<file path="config.mk">
export PLATFORM = sky130hd
export DESIGN_NAME = tw_mem_slave
export DESIGN_NICKNAME = d
export VERILOG_FILES = /design/src/rtl/tw_pkg.sv /design/src/rtl/tw_line_sync.sv /design/src/rtl/tw_addr_ctr.sv /design/src/rtl/tw_slave_fsm.sv /design/src/rtl/tw_mem_slave.sv
export SDC_FILE = /design/constraint.sdc
export NUM_CORES = 1
export LEC_CHECK = 0
export ABC_AREA = 0
export BUFFER_PORTS_ARGS = -buffer_cell sky130_fd_sc_hd__buf_4
export CORE_ASPECT_RATIO = 0.9
export CORE_MARGIN = 5
export CORE_UTILIZATION = 55
export CTS_BUF_LIST = sky130_fd_sc_hd__clkbuf_2
export CTS_CLUSTER_SIZE = 30
export DETAILED_ROUTE_END_ITERATION = 12
export GPL_ROUTABILITY_DRIVEN = 0
export PLACE_DENSITY = 0.79
export SLEW_MARGIN = 20
export SYNTH_ARGS = -nofsm -noshare
export SYNTH_HDL_FRONTEND = slang
export SYNTH_SLANG_ARGS = --single-unit
</file>
<file path="constraint.sdc">
create_clock -name clk -period 2.6 [get_ports clk]
set_clock_uncertainty 0.05 [all_clocks]
set_input_delay 0.39 -clock clk [delete_from_list [all_inputs] [get_ports clk]]
set_output_delay 0.39 -clock clk [all_outputs]
set_load 0.05 [all_outputs]
</file>
<file path="src/rtl/tw_pkg.sv">
package tw_pkg;
  localparam logic [3:0] DEV_CODE = 4'b1010;

  typedef enum logic [3:0] {
    S_IDLE,
    S_DEV,
    S_AHI,
    S_ALO,
    S_WDAT,
    S_ACK,
    S_RDAT,
    S_RACK,
    S_RNXT,
    S_RWAIT
  } tw_state_e;
endpackage

</file>
<file path="src/rtl/tw_line_sync.sv">
module tw_line_sync #(
  parameter int SYNC_N = 2
) (
  input  logic clk,
  input  logic rst_n,
  input  logic scl_i,
  input  logic sda_i,
  output logic scl_s,
  output logic sda_s,
  output logic scl_rise,
  output logic scl_fall,
  output logic start_det,
  output logic stop_det
);
  logic [SYNC_N-1:0] scl_p, sda_p;
  logic scl_q, sda_q;

  // synchronizer chains and one history stage, idle-high at reset
  always_ff @(posedge clk or negedge rst_n) begin
    if (!rst_n) begin
      scl_p <= '1;
      sda_p <= '1;
      scl_q <= 1'b1;
      sda_q <= 1'b1;
    end else begin
      scl_p <= {scl_p[SYNC_N-2:0], scl_i};
      sda_p <= {sda_p[SYNC_N-2:0], sda_i};
      scl_q <= scl_p[SYNC_N-1];
      sda_q <= sda_p[SYNC_N-1];
    end
  end

  assign scl_s     = scl_p[SYNC_N-1];
  assign sda_s     = sda_p[SYNC_N-1];
  assign scl_rise  = scl_s & ~scl_q;
  assign scl_fall  = ~scl_s & scl_q;
  assign start_det = scl_s & scl_q & sda_q & ~sda_s;
  assign stop_det  = scl_s & scl_q & ~sda_q & sda_s;
endmodule

</file>
<file path="src/rtl/tw_addr_ctr.sv">
module tw_addr_ctr #(
  parameter int AW     = 13,
  parameter int PAGE_W = 5
) (
  input  logic          clk,
  input  logic          rst_n,
  input  logic          ld,
  input  logic [AW-1:0] ld_val,
  input  logic          inc_seq,
  input  logic          inc_page,
  output logic [AW-1:0] addr
);
  logic [AW-1:0] addr_n;

  always_comb begin
    addr_n = addr;
    if (ld)
      addr_n = ld_val;
    else if (inc_seq)
      addr_n = addr + 1'b1;
    else if (inc_page)
      addr_n = {addr[AW-1:PAGE_W], addr[PAGE_W-1:0] + 1'b1};
  end

  always_ff @(posedge clk or negedge rst_n) begin
    if (!rst_n) addr <= '0;
    else        addr <= addr_n;
  end

  // a page step never touches the bits above the page offset
  p_page_hold_r6: assert property (@(posedge clk) disable iff (!rst_n)
    ($past(inc_page) && !$past(ld) && !$past(inc_seq)) |-> (addr[AW-1:PAGE_W] == $past(addr[AW-1:PAGE_W])));

  // a sequential step advances by one modulo the array size
  p_seq_step_r10: assert property (@(posedge clk) disable iff (!rst_n)
    ($past(inc_seq) && !$past(ld)) |-> (addr == AW'($past(addr) + 1)));
endmodule

</file>
<file path="src/rtl/tw_slave_fsm.sv">
module tw_slave_fsm
  import tw_pkg::*;
#(
  parameter int AW = 13
) (
  input  logic          clk,
  input  logic          rst_n,
  input  logic          scl_s,
  input  logic          sda_s,
  input  logic          scl_rise,
  input  logic          scl_fall,
  input  logic          start_det,
  input  logic          stop_det,
  input  logic [2:0]    sel_i,
  input  logic          busy_i,
  input  logic [7:0]    rd_data_i,
  output logic          sda_oe,
  output logic          ld,
  output logic [AW-1:0] ld_val,
  output logic          inc_seq,
  output logic          inc_page,
  output logic          wr_stb,
  output logic [7:0]    wr_data,
  output logic          wr_done
);
  localparam int HI_W = AW - 8;

  tw_state_e st, st_n, aft, aft_n;
  logic [2:0]      cnt, cnt_n;
  logic [7:0]      sh, sh_n;
  logic [HI_W-1:0] hi, hi_n;
  logic            oe_n, ph, ph_n, wany, wany_n;
  logic [7:0]      byte_in;
  logic            do_load;

  assign byte_in = {sh[6:0], sda_s};
  assign wr_data = byte_in;

  always_comb begin
    st_n = st; aft_n = aft; cnt_n = cnt; sh_n = sh; hi_n = hi;
    oe_n = sda_oe; ph_n = ph; wany_n = wany;
    ld = 1'b0; ld_val = {hi, byte_in}; inc_seq = 1'b0; inc_page = 1'b0;
    wr_stb = 1'b0; wr_done = 1'b0; do_load = 1'b0;
    if (stop_det) begin
      st_n = S_IDLE; oe_n = 1'b0; wr_done = wany; wany_n = 1'b0;
    end else if (start_det) begin
      st_n = S_DEV; cnt_n = '0; oe_n = 1'b0; wany_n = 1'b0;
    end else begin
      unique case (st)
        S_IDLE, S_RWAIT: ;
        S_DEV, S_AHI, S_ALO, S_WDAT: begin
          if (scl_rise) begin
            sh_n  = byte_in;
            cnt_n = cnt + 3'd1;
            if (cnt == 3'd7) begin
              ph_n = 1'b0;
              st_n = S_ACK;
              unique case (st)
                S_DEV: begin
                  if (byte_in[7:4] != DEV_CODE || byte_in[3:1] != sel_i || busy_i)
                    st_n = S_IDLE;
                  aft_n = byte_in[0] ? S_RDAT : S_AHI;
                end
                S_AHI: begin
                  hi_n  = byte_in[HI_W-1:0];
                  aft_n = S_ALO;
                end
                S_ALO: begin
                  ld    = 1'b1;
                  aft_n = S_WDAT;
                end
                default: begin
                  wr_stb   = 1'b1;
                  inc_page = 1'b1;
                  wany_n   = 1'b1;
                  aft_n    = S_WDAT;
                end
              endcase
            end
          end
        end
        S_ACK: begin
          if (scl_fall) begin
            if (!ph) begin
              oe_n = 1'b1;
              ph_n = 1'b1;
            end else if (aft == S_RDAT) begin
              do_load = 1'b1;
            end else begin
              oe_n  = 1'b0;
              cnt_n = '0;
              st_n  = aft;
            end
          end
        end
        S_RDAT: begin
          if (scl_rise) begin
            cnt_n = cnt + 3'd1;
            if (cnt == 3'd7) begin
              st_n = S_RACK;
              ph_n = 1'b0;
            end
          end else if (scl_fall) begin
            oe_n = ~sh[7];
            sh_n = {sh[6:0], 1'b0};
          end
        end
        S_RACK: begin
          if (scl_fall && !ph) begin
            oe_n = 1'b0;
            ph_n = 1'b1;
          end else if (scl_rise && ph) begin
            st_n = sda_s ? S_RWAIT : S_RNXT;
          end
        end
        S_RNXT: begin
          if (scl_fall) do_load = 1'b1;
        end
        default: st_n = S_IDLE;
      endcase
      if (do_load) begin
        oe_n    = ~rd_data_i[7];
        sh_n    = {rd_data_i[6:0], 1'b0};
        inc_seq = 1'b1;
        cnt_n   = '0;
        st_n    = S_RDAT;
      end
    end
  end

  always_ff @(posedge clk or negedge rst_n) begin
    if (!rst_n) begin
      st <= S_IDLE; aft <= S_IDLE; cnt <= '0; sh <= '0; hi <= '0;
      sda_oe <= 1'b0; ph <= 1'b0; wany <= 1'b0;
    end else begin
      st <= st_n; aft <= aft_n; cnt <= cnt_n; sh <= sh_n; hi <= hi_n;
      sda_oe <= oe_n; ph <= ph_n; wany <= wany_n;
    end
  end

  // the pull-down only moves while SCL is low, or when a start/stop clears it
  p_oe_scl_low_r4: assert property (@(posedge clk) disable iff (!rst_n)
    (scl_s && $past(scl_s) && !$past(start_det) && !$past(stop_det)) |-> $stable(sda_oe));

  // standby never pulls the line
  p_idle_released_r3: assert property (@(posedge clk) disable iff (!rst_n)
    (st == S_IDLE) |-> !sda_oe);

  // an address word is only taken into the ack phase with busy low
  p_busy_noack_r12: assert property (@(posedge clk) disable iff (!rst_n)
    (st == S_ACK && $past(st) == S_DEV) |-> !$past(busy_i));

  // after a not-acknowledge the line stays released
  p_wait_released_r9: assert property (@(posedge clk) disable iff (!rst_n)
    (st == S_RWAIT) |-> !sda_oe);
endmodule

</file>
<file path="src/rtl/tw_mem_slave.sv">
module tw_mem_slave #(
  parameter int AW     = 13,
  parameter int PAGE_W = 5,
  parameter int SYNC_N = 2
) (
  input  logic          clk,
  input  logic          rst_n,
  input  logic          scl_i,
  input  logic          sda_i,
  input  logic [2:0]    sel_i,
  input  logic          busy_i,
  input  logic [7:0]    rd_data_i,
  output logic          sda_oe_o,
  output logic [AW-1:0] rd_addr_o,
  output logic          wr_stb_o,
  output logic [AW-1:0] wr_addr_o,
  output logic [7:0]    wr_data_o,
  output logic          wr_done_o
);
  logic scl_s, sda_s, scl_rise, scl_fall, start_det, stop_det;
  logic ld, inc_seq, inc_page;
  logic [AW-1:0] ld_val, cur_addr;

  tw_line_sync #(.SYNC_N(SYNC_N)) u_sync (
    .clk(clk), .rst_n(rst_n), .scl_i(scl_i), .sda_i(sda_i),
    .scl_s(scl_s), .sda_s(sda_s), .scl_rise(scl_rise), .scl_fall(scl_fall),
    .start_det(start_det), .stop_det(stop_det)
  );

  tw_slave_fsm #(.AW(AW)) u_fsm (
    .clk(clk), .rst_n(rst_n), .scl_s(scl_s), .sda_s(sda_s),
    .scl_rise(scl_rise), .scl_fall(scl_fall), .start_det(start_det), .stop_det(stop_det),
    .sel_i(sel_i), .busy_i(busy_i), .rd_data_i(rd_data_i), .sda_oe(sda_oe_o),
    .ld(ld), .ld_val(ld_val), .inc_seq(inc_seq), .inc_page(inc_page),
    .wr_stb(wr_stb_o), .wr_data(wr_data_o), .wr_done(wr_done_o)
  );

  tw_addr_ctr #(.AW(AW), .PAGE_W(PAGE_W)) u_ctr (
    .clk(clk), .rst_n(rst_n), .ld(ld), .ld_val(ld_val),
    .inc_seq(inc_seq), .inc_page(inc_page), .addr(cur_addr)
  );

  assign rd_addr_o = cur_addr;
  assign wr_addr_o = cur_addr;
endmodule

</file>
==> Yosys cells after proc, flatten, opt, wreduce, memory -nomap -nowiden <==
Cells that the tools add are included.
{ "word_totals": {"reg_bits": 46, "in_bits": 16, "out_inout_bits": 37, "elab_cells": 175} }
{ "op_classes": {"n_addsub": 3, "eq_ne": 39, "n_mux": 77, "bitwise_logic": 15, "reduce_logical": 27} }
{ "ops": {"columns": ["cell", "count"], "rows": [
  ["2-to-1 mux 4 bit", 13],
  ["!= test 5 x 3 -> 1 bit (second input constant)", 9],
  ["2-to-1 mux 1 bit", 42],
  ["2-to-1 mux 8 bit", 4],
  ["2-to-1 mux 13 bit", 2],
  ["2-to-1 mux 3 bit", 8],
  ["AND reduction 6 bit", 4],
  ["== test 4 x 3 -> 1 bit (second input constant)", 5],
  ["one-hot mux 4 bit (5 select lines)", 1],
  ["nonzero test 3 bit", 6],
  ["one-hot mux 8 bit (2 select lines)", 1],
  ["!= test 5 bit (second input constant)", 3],
  ["adder 13 x 1 -> 13 bit (second input constant)", 1],
  ["AND reduction 10 bit", 1],
  ["!= test 3 x 1 -> 1 bit (second input constant)", 3],
  ["== test 4 x 2 -> 1 bit (second input constant)", 2],
  ["== test 4 bit (second input constant)", 2],
  ["!= test 2 x 1 -> 1 bit (second input constant)", 4],
  ["!= test 4 x 1 -> 1 bit (second input constant)", 2],
  ["!= test 4 x 2 -> 1 bit (second input constant)", 2],
  ["!= test 4 bit (second input constant)", 2],
  ["inverter 1 bit", 8],
  ["one-hot mux 4 bit (2 select lines)", 1],
  ["AND 1 bit", 7],
  ["other kinds (24)", 28]
]} }

==> Logic depth before layout (Yosys ltp) <==
Gate-level depths: netlist of run 1.
{ "depth": {"depth_word": 12, "ltp_mapped": 8, "mapped_depth_nobuf": 7} }

==> Hierarchy <==
A second synthesis of run 1 with hierarchy kept.
{ "unflattened": {"cells_unflattened": 295, "hier_area_um2": 2862.7} }
{ "by_module_without_submodules": {"columns": ["mod", "instances", "cells_per_inst", "area_each_um2", "seq_area_each_um2"], "rows": [
  ["tw_slave_fsm", 1, 189, 1811.7, 650.6],
  ["tw_addr_ctr", 1, 83, 763.2, 325.3],
  ["tw_line_sync", 1, 10, 190.2, 157.7],
  ["tw_mem_slave", 1, 13, 97.6, 0.0]
]} }

==> Worst setup path before layout of run 1 <==
OpenSTA, ideal clock, no wires.
{ "synth_timing": {"path_type": "reg2out", "start": "reg u_fsm.cnt[0]", "end": "out wr_stb_o", "arrival_ns": 2.404, "required_ns": 2.160, "path_slack_ns": -0.244, "stages_incl_launch_ff": 5, "n_path_buf": 0, "path_cell_list": "dfrtp_1 > ha_1 > ha_1 > nand3b_1 > nor4_1"} }
{ "synth_via": {"elab_chain_len": 6} }
{ "synth_lines": {"columns": ["element", "line", "rtl"], "rows": [
  ["from (decl)", "tw_slave_fsm.sv:29", "logic [2:0] cnt, cnt_n;"],
  ["from (signal assigned)", "tw_slave_fsm.sv:136", "st <= st_n; aft <= aft_n; cnt <= cnt_n; sh <= sh_n; hi <= hi_n;"],
  ["== test 3 bit", "tw_slave_fsm.sv:55", "if (cnt == 3'd7) begin"],
  ["2-to-1 mux 1 bit", "tw_slave_fsm.sv:55", null],
  ["2-to-1 mux 1 bit", "tw_slave_fsm.sv:52", "if (scl_rise) begin"],
  ["2-to-1 mux 1 bit", "tw_slave_fsm.sv:49", "unique case (st)"],
  ["2-to-1 mux 1 bit", "tw_slave_fsm.sv:46", "end else if (start_det) begin"],
  ["2-to-1 mux 1 bit", "tw_slave_fsm.sv:44", "if (stop_det) begin"],
  ["to (decl)", "tw_mem_slave.sv:15", "output logic wr_stb_o,"]
]} }
No other way between the ends.

==> Final worst setup path of run 1 <==
Same ends and word-level chain as after synthesis.

==> metrics.md, run 1 <==
| Metric | Value |
|---|---|
| Status | `completed` |
| Synth Area in XOR/XNOR | `between 1.5 and 2%` |
| Hold Path Depth | `3` |
| Die footprint | `0.00692 mm^2` |
| Dpl cell area | `0.00321 mm^2` |
| Arrival time at the worst endpoint | `around 2100 ps` |
| Register area | `0.00113 mm^2` |
| CP required | `around 2200 ps` |
| Syn Nets | `around 330` |
| Post-synthesis mux area share | `5.10%` |
| Layout area overhead | `12.7%` |
| Initial antenna violation count | `0` |
| Post-synthesis adder-cell area fraction | `1.27%` |
| Reg2reg path depth | `5` |
| Worst Hold Path EP | `u_fsm.sh[4]` |
| Slew at the pin closest to its max-slew limit | `583 ps` |
| Finish-stage setup viols | `0` |
| Post-synthesis compound-gate area fraction | `23.0%` |
| Overflow left after global routing | `0` |
| CTS tree | `done` |
| Final cycle utilization of the critical path | `around 97%` |
| Top FF cell, synth | `dfrtp_1` |
| Initial drt markers | `357` |
| Vias per std cell | `6.29` |
| DR pass1 iterations | `6` |
| Commonest non-fill, non-tap cell in the layout | `buf_4` |
| Worst r2r src | `u_fsm.st[3]` |
| Ys async rst share | `100%` |
| HP Start | `rd_data_i[3]` |
| Core ar. | `0.00522 mm^2` |
| Die span in y | `79.4 um` |
| Die span in x | `87.1 um` |
| Fraction of layout cells with a size suffix above 1 | `27.2%` |
| Via count | `2573` |
| Leak Pwr | `1.41 nW` |
| Commonest non-fill, non-tap cells in the layout | `58 x buf_4, 39 x dfrtp_1, 22 x nand2_1, 20 x a21oi_1, 16 x nor2_1` |
| CP max FO | `3` |
| F_max | `399 MHz` |
| DR DRC count | `0` |
| Drt wl/cell | `18.0 um` |
| CP startpoint kind | `flop` |
| Vias in the first global route | `2375` |
| Fin. Hold Viols | `0` |
| Mapped cell area | `0.00294 mm^2` |
| Global Route Usage Sum | `22.0%` |
| Worst Setup Path Type | `reg -> out` |
| Num rows | `25` |
| Synth Area in Simple Gates | `20.3%` |
| First-pass GRT wire length | `between 10 and 15 mm` |
| Final slew viol count | `0` |
| Multi-input gate area | `0.00153 mm^2` |
| Ports | `53` |
| Maxcap violations | `0` |
| Critical Path Sink Type | `primary output` |
| Largest family of logic cells by synthesized area | `compound AO/OA/AOI/OAI gates` |
| CTS Buf Count | `5` |
| Sequential area share after synthesis | `between 30% and 40%` |
| Starting Density | `56.4%` |
| RSZ-0062 raised after global routing | `false` |
| Min Tclk post-route | `2510 ps` |
| Worst flop-to-flop path endpoint | `u_ctr.addr[10]` |
| Flops & latches, synth | `45` |
| Root Buffer | `clkbuf_2` |
| Worst VDD drop | `0.726 mV` |
| Diodes inserted | `0` |
| Synth warn | `0` |
| Critical path startpoint | `u_fsm.cnt[0]` |
| Post-Syn Instances | `310` |
| Slew Limit Headroom | `61.1%` |
| Design area | `0.00332 mm^2` |
| Largest net degree at the start of global routing | `46` |
| Hpwl dp | `between 5 and 6 mm` |
| Clk_lat worst skew | `440 ps` |
| Cell area power density | `approximately 670 mW/mm^2` |
| Clock Sinks | `45` |
| # fillers | `between 400 and 500` |
| Clk buf depth | `2` |
| Synth unique cells | `70` |
| PortBufs | `52` |
| H-tree depth | `2` |
| Final WL | `7.37 mm` |
| Reg clk slew, reported paths | `250 ps` |
| Worst Hold Class | `in -> reg` |
| R2R Setup Slk | `310 ps` |
| DRT antenna net count | `0` |
| Synth Area per Inst | `9.50 um^2` |
| Setup_tns | `0 ps` |
| Number of synthesized flops with an enable pin | `0` |
| Fin nets | `360` |
==> layout make-up <==
| class | count | area share (%) |
|---|---|---|
| Clock buffer | 5 | 0.754 |
| Clock inverter | 3 | 1.24 |
| Sequential cell | 45 | 34.2 |
| Timing Repair Buffer | 61 | 14.0 |
| Tap cell | 67 | 2.53 |
| Multi-Input combinational cell | 218 | 46.2 |
| Inverter | 10 | 1.13 |
==> sequential cells by signal, summed over array words and instances (netlist names) <==
signal,flops
u_sync.sda_p,2
u_ctr.addr,13
u_fsm.aft,3
u_fsm.sh,8
u_fsm.cnt,3
u_fsm.st,4
u_fsm.wany,1
u_fsm.hi,5
u_sync.sda_q,1
u_fsm.sda_oe,1
u_fsm.ph,1
u_sync.scl_p,2
u_sync.scl_q,1
==> repair_timing <==
action / 4_1_cts / 5_1_grt
gates resized for setup: 0 / 1
hold endpoints to repair: 41 / 0
buffers inserted: 0 / 0
endpoints found under the setup margin: 0 / 1
hold buffers: 3 / 0
==> synthesized netlist by cell type, drive strengths merged, types with 3 or more instances <==
cell    number  share of area (%)
mux2         5                2.0
nor3        10                2.0
nand2b       6                1.3
ha           3                1.3
nand3       12                2.0
o22ai        3                1.1
xnor2        4                1.2
nor4b        3               0.89
nor2b        7                1.7
mux2i        9                3.1
a221o        4                1.4
a31oi        4               0.85
nand4        4               0.85
a21oi       22                4.0
nor2        17                2.3
a22oi        3               0.76
a21boi       3               0.76
inv         10                1.3
dfrtp       39                 33
nor4         4                1.1
buf         35                8.5
o21bai       3               0.76
o211ai       4                1.0
a211oi       5                1.3
nand2       24                3.4
o21ai       18                3.1
dfstp        6                5.4
a31o         3               0.89
==> critical path, cell delays in order (launching register included) <==
cell and delay [ps]:
dfrtp_1 430, ha_1 160, ha_1 220, nand3b_1 200
nor4_4 350, buf_4 260
==> layer usage <==
layer / GRT usage [%] / part of all wire [%] / vias to the layer above
li1: - / - / 1195
met1: 32.7 / 46 / 1216
met2: 32.5 / 44 / 144
met3: 3.30 / 7.8 / 18
met4: 7.67 / 1.7 / 0
met5: 0 / 0 / -
==> worst max-delay path by stage <==
stage | to | cells after the start
floorplan | wr_done_o | 3
detailed placement | u_ctr.addr[6] | 5
global route | wr_stb_o | 5
CTS | wr_stb_o | 5
global placement | u_fsm.st[1] | 6
finish | wr_stb_o | 5
==> report_power, final <==
| group | leakage, nW | switching, mW | total, mW | internal (mW) |
|---|---|---|---|---|
| sequential | 0.583 | 0.178 | 0.983 | 0.804 |
| combinational | 0.794 | 0.533 | 0.843 | 0.310 |
| clock | 0.0366 | 0.241 | 0.400 | 0.159 |
==> kinds of logic after synthesis <==
family,Yosys count
AOI/OAI and AO/OA,92
xor gates and xnor gates,6
adders and majority gates,3
buffers and inverters,47
DFF,45
muxes,14
and+or+nand+nor,103
==> through the flow <==
stage                     util [%]  total power [mW]  setup WS (ps)  instances  hold slack, ps
after floorplan                  -              1.64            306        310            44.4
after global placement        61.5              1.80            474        398             296
after detailed placement      61.5              1.81            428        398             297
after CTS                     63.4              2.21           59.3        409             121
after global routing          63.5              2.33           28.2        409             111
final                         63.5              2.23           90.8        409             139
Note: power is estimated with default switching activity, not from simulation.
==> run 2, diff against run 1 <==
Settings changed: REMOVE_ABC_BUFFERS set to 1.
==> run 2 against run 1 <==
  * Via count down 0.70%
  * Core utilization decreased by 0.38 points
  * Critical endpoint unchanged
  * Sequential power up 1%
  * Sequential share of layout area rose by 0.21 points
  * Non-clock buffer count unchanged
  * Critical path type unchanged
  * Final cell count unchanged
  * Combinational power decreased by 2%
  * Total power down 4.5%
==> metrics.md, run 2 (same netlist as run 1, synthesis figures left out) <==
| Metric | Value |
|---|---|
| Status | `completed` |
| Starting Density | `56.4%` |
| Worst flop-to-flop path endpoint | `u_fsm.st[0]` |
| CP required | `2160 ps` |
| Biggest regs | `u_ctr.addr x13, u_fsm.sh x8, u_fsm.hi x5` |
| Slew Limit Headroom | `44.7%` |
| Initial drt markers | `362` |
| Fraction of layout cells with a size suffix above 1 | `between 20 and 30%` |
| Clk_lat worst skew | `410 ps` |
| First-pass GRT wire length | `12.2 mm` |
| Worst Hold Class | `in -> reg` |
| PortBufs | `52` |
| Placed cell count | `396` |
| DR DRC count | `0` |
| CP startpoint kind | `flop` |
| Fin nets | `360` |
| Vias per std cell | `~6.2` |
| Final slew viol count | `0` |
| Core ar. | `0.00522 mm^2` |
| Final WL | `roughly 7.3 mm` |
| HP Start | `rd_data_i[2]` |
| Worst VDD drop | `roughly 0.54 mV` |
| Design area | `roughly 0.0033 mm^2` |
| Max reg flops | `13` |
| Worst Setup Path Type | `reg -> out` |
| DR pass1 iterations | `7` |
| Slew at the pin closest to its max-slew limit | `829 ps` |
| CTS tree | `done` |
| H-tree depth | `2` |
| Worst r2r src | `u_fsm.st[0]` |
| Largest net degree at the start of global routing | `46` |
| Die span in y | `approximately 80 um` |
| Num rows | `25` |
| R2R Setup Slk | `roughly 200 ps` |
| Clk buf depth | `2` |
| Ports | `53` |
| Global Route Usage Sum | `22.1%` |
| Arrival time at the worst endpoint | `between 2000 and 2500 ps` |
| Commonest non-fill, non-tap cells in the layout | `58 x buf_4, 39 x dfrtp_1, 22 x nand2_1, 20 x a21oi_1, 16 x nor2_1` |
| Hpwl dp | `5.18 mm` |
| Reg clk slew, reported paths | `240 ps` |
| Critical Path Sink Type | `primary output` |
| Reg2reg path depth | `6` |
| Min Tclk post-route | `2470 ps` |
| Final cycle utilization of the critical path | `94.9%` |
| Fin. Hold Viols | `0` |
| Reg with most FFs | `u_ctr.addr` |
| Non-Filler Instances | `409` |
| Hold Path Depth | `3` |
| F_max | `405 MHz` |
| CTS Buf Count | `5` |
| Clock Sinks | `45` |
| Diodes inserted | `0` |
| Dpl cell area | `0.00319 mm^2` |
| Initial antenna violation count | `0` |
| Maxcap violations | `0` |
| Die span in x | `87.1 um` |
| Finish-stage setup viols | `0` |
| Overall power | `2.12 mW` |
| DRT antenna net count | `0` |
| Vias in the first global route | `2417` |
| Worst Hold Path EP | `u_fsm.sh[3]` |
| Drt wl/cell | `17.8 um` |
| Layout area overhead | `12.0%` |
| Commonest non-fill, non-tap cell in the layout | `buf_4` |
| Via count | `2555` |
| Cell area power density | `644 mW/mm^2` |
| Root Buffer | `clkbuf_2` |
| Min Hold Slack | `165 ps` |
| CP max FO | `3` |
| Die footprint | `0.00692 mm^2` |
| RSZ-0062 raised after global routing | `false` |
| Leak Pwr | `1.40 nW` |
| Overflow left after global routing | `0` |
==> run 2: cell types whose count changed in the layout (fill, tap and decap cells not counted) <==
cell / before / now
bufinv_16: 1 / 0
clkinv_1: 1 / 0
clkinv_2: 0 / 1
inv_6: 0 / 1
==> run 2: metrics by stage <==
step           util [%]  setup TNS (ps)  setup slack (ps)
3_5_place_dp       61.1               0               328
6_report           63.1               0               132
4_1_cts            62.7               0              42.0
2_1_floorplan         -            -342              -267
3_3_place_gp       61.1               0               400
5_1_grt            63.1               0              11.8
==> run 2: worst max-delay path, stage by stage, from the launching register on <==
cell and delay, ps:
dfrtp_1 440, ha_1 170, ha_1 260, nand3b_1 200, nor4_4 310, buf_4 260
==> run 2: per-layer routing <==
metal	share of wire, %	up-vias	track usage (%)	wire length, um
met5	0	-	0	0
met4	1.7	0	5.21	123
met3	8.0	18	3.92	579
met2	45	120	33.2	3260
met1	46	1238	33.2	3320
li1	-	1179	-	-
==> run 2: area by class of cell <==
| cell class | count | area [um^2] |
|---|---|---|
| Clock inverter | 3 | 21.3 |
| Tap cell | 67 | 83.8 |
| Clock buffer | 5 | 25.0 |
| Timing Repair Buffer | 61 | 465 |
| Sequential cell | 45 | 1130 |
| Fill cell | 454 | 1930 |
| Multi-Input combinational cell | 218 | 1530 |
| Inverter | 10 | 37.5 |
==> run 2: repair_timing <==
item                       4_1_cts  5_1_grt
hold endpoints to repair        41        0
pin swaps                        0        1
gates resized for setup          1        1
hold buffers                     3        0
buffers inserted                 0        2
setup endpoints to repair        1        1
==> run 2: worst max path at each step <==
stage                 start  slack [ps]       endpoint  cells after the start
6_report       u_fsm.cnt[0]         130       wr_stb_o                      5
5_1_grt        u_fsm.cnt[0]          10       wr_stb_o                      5
4_1_cts        u_fsm.cnt[0]          40       wr_stb_o                      5
3_5_place_dp    u_fsm.st[1]         330    u_fsm.st[1]                      5
3_3_place_gp    u_fsm.st[0]         400  u_ctr.addr[4]                      6
2_1_floorplan   u_fsm.st[2]        -270       wr_stb_o                      2
==> run 2: power by group <==
group          internal, mW  switching [mW]  total [mW]
clock network        0.0680           0.235       0.303
logic                 0.300           0.523       0.824
registers             0.804           0.193       0.997
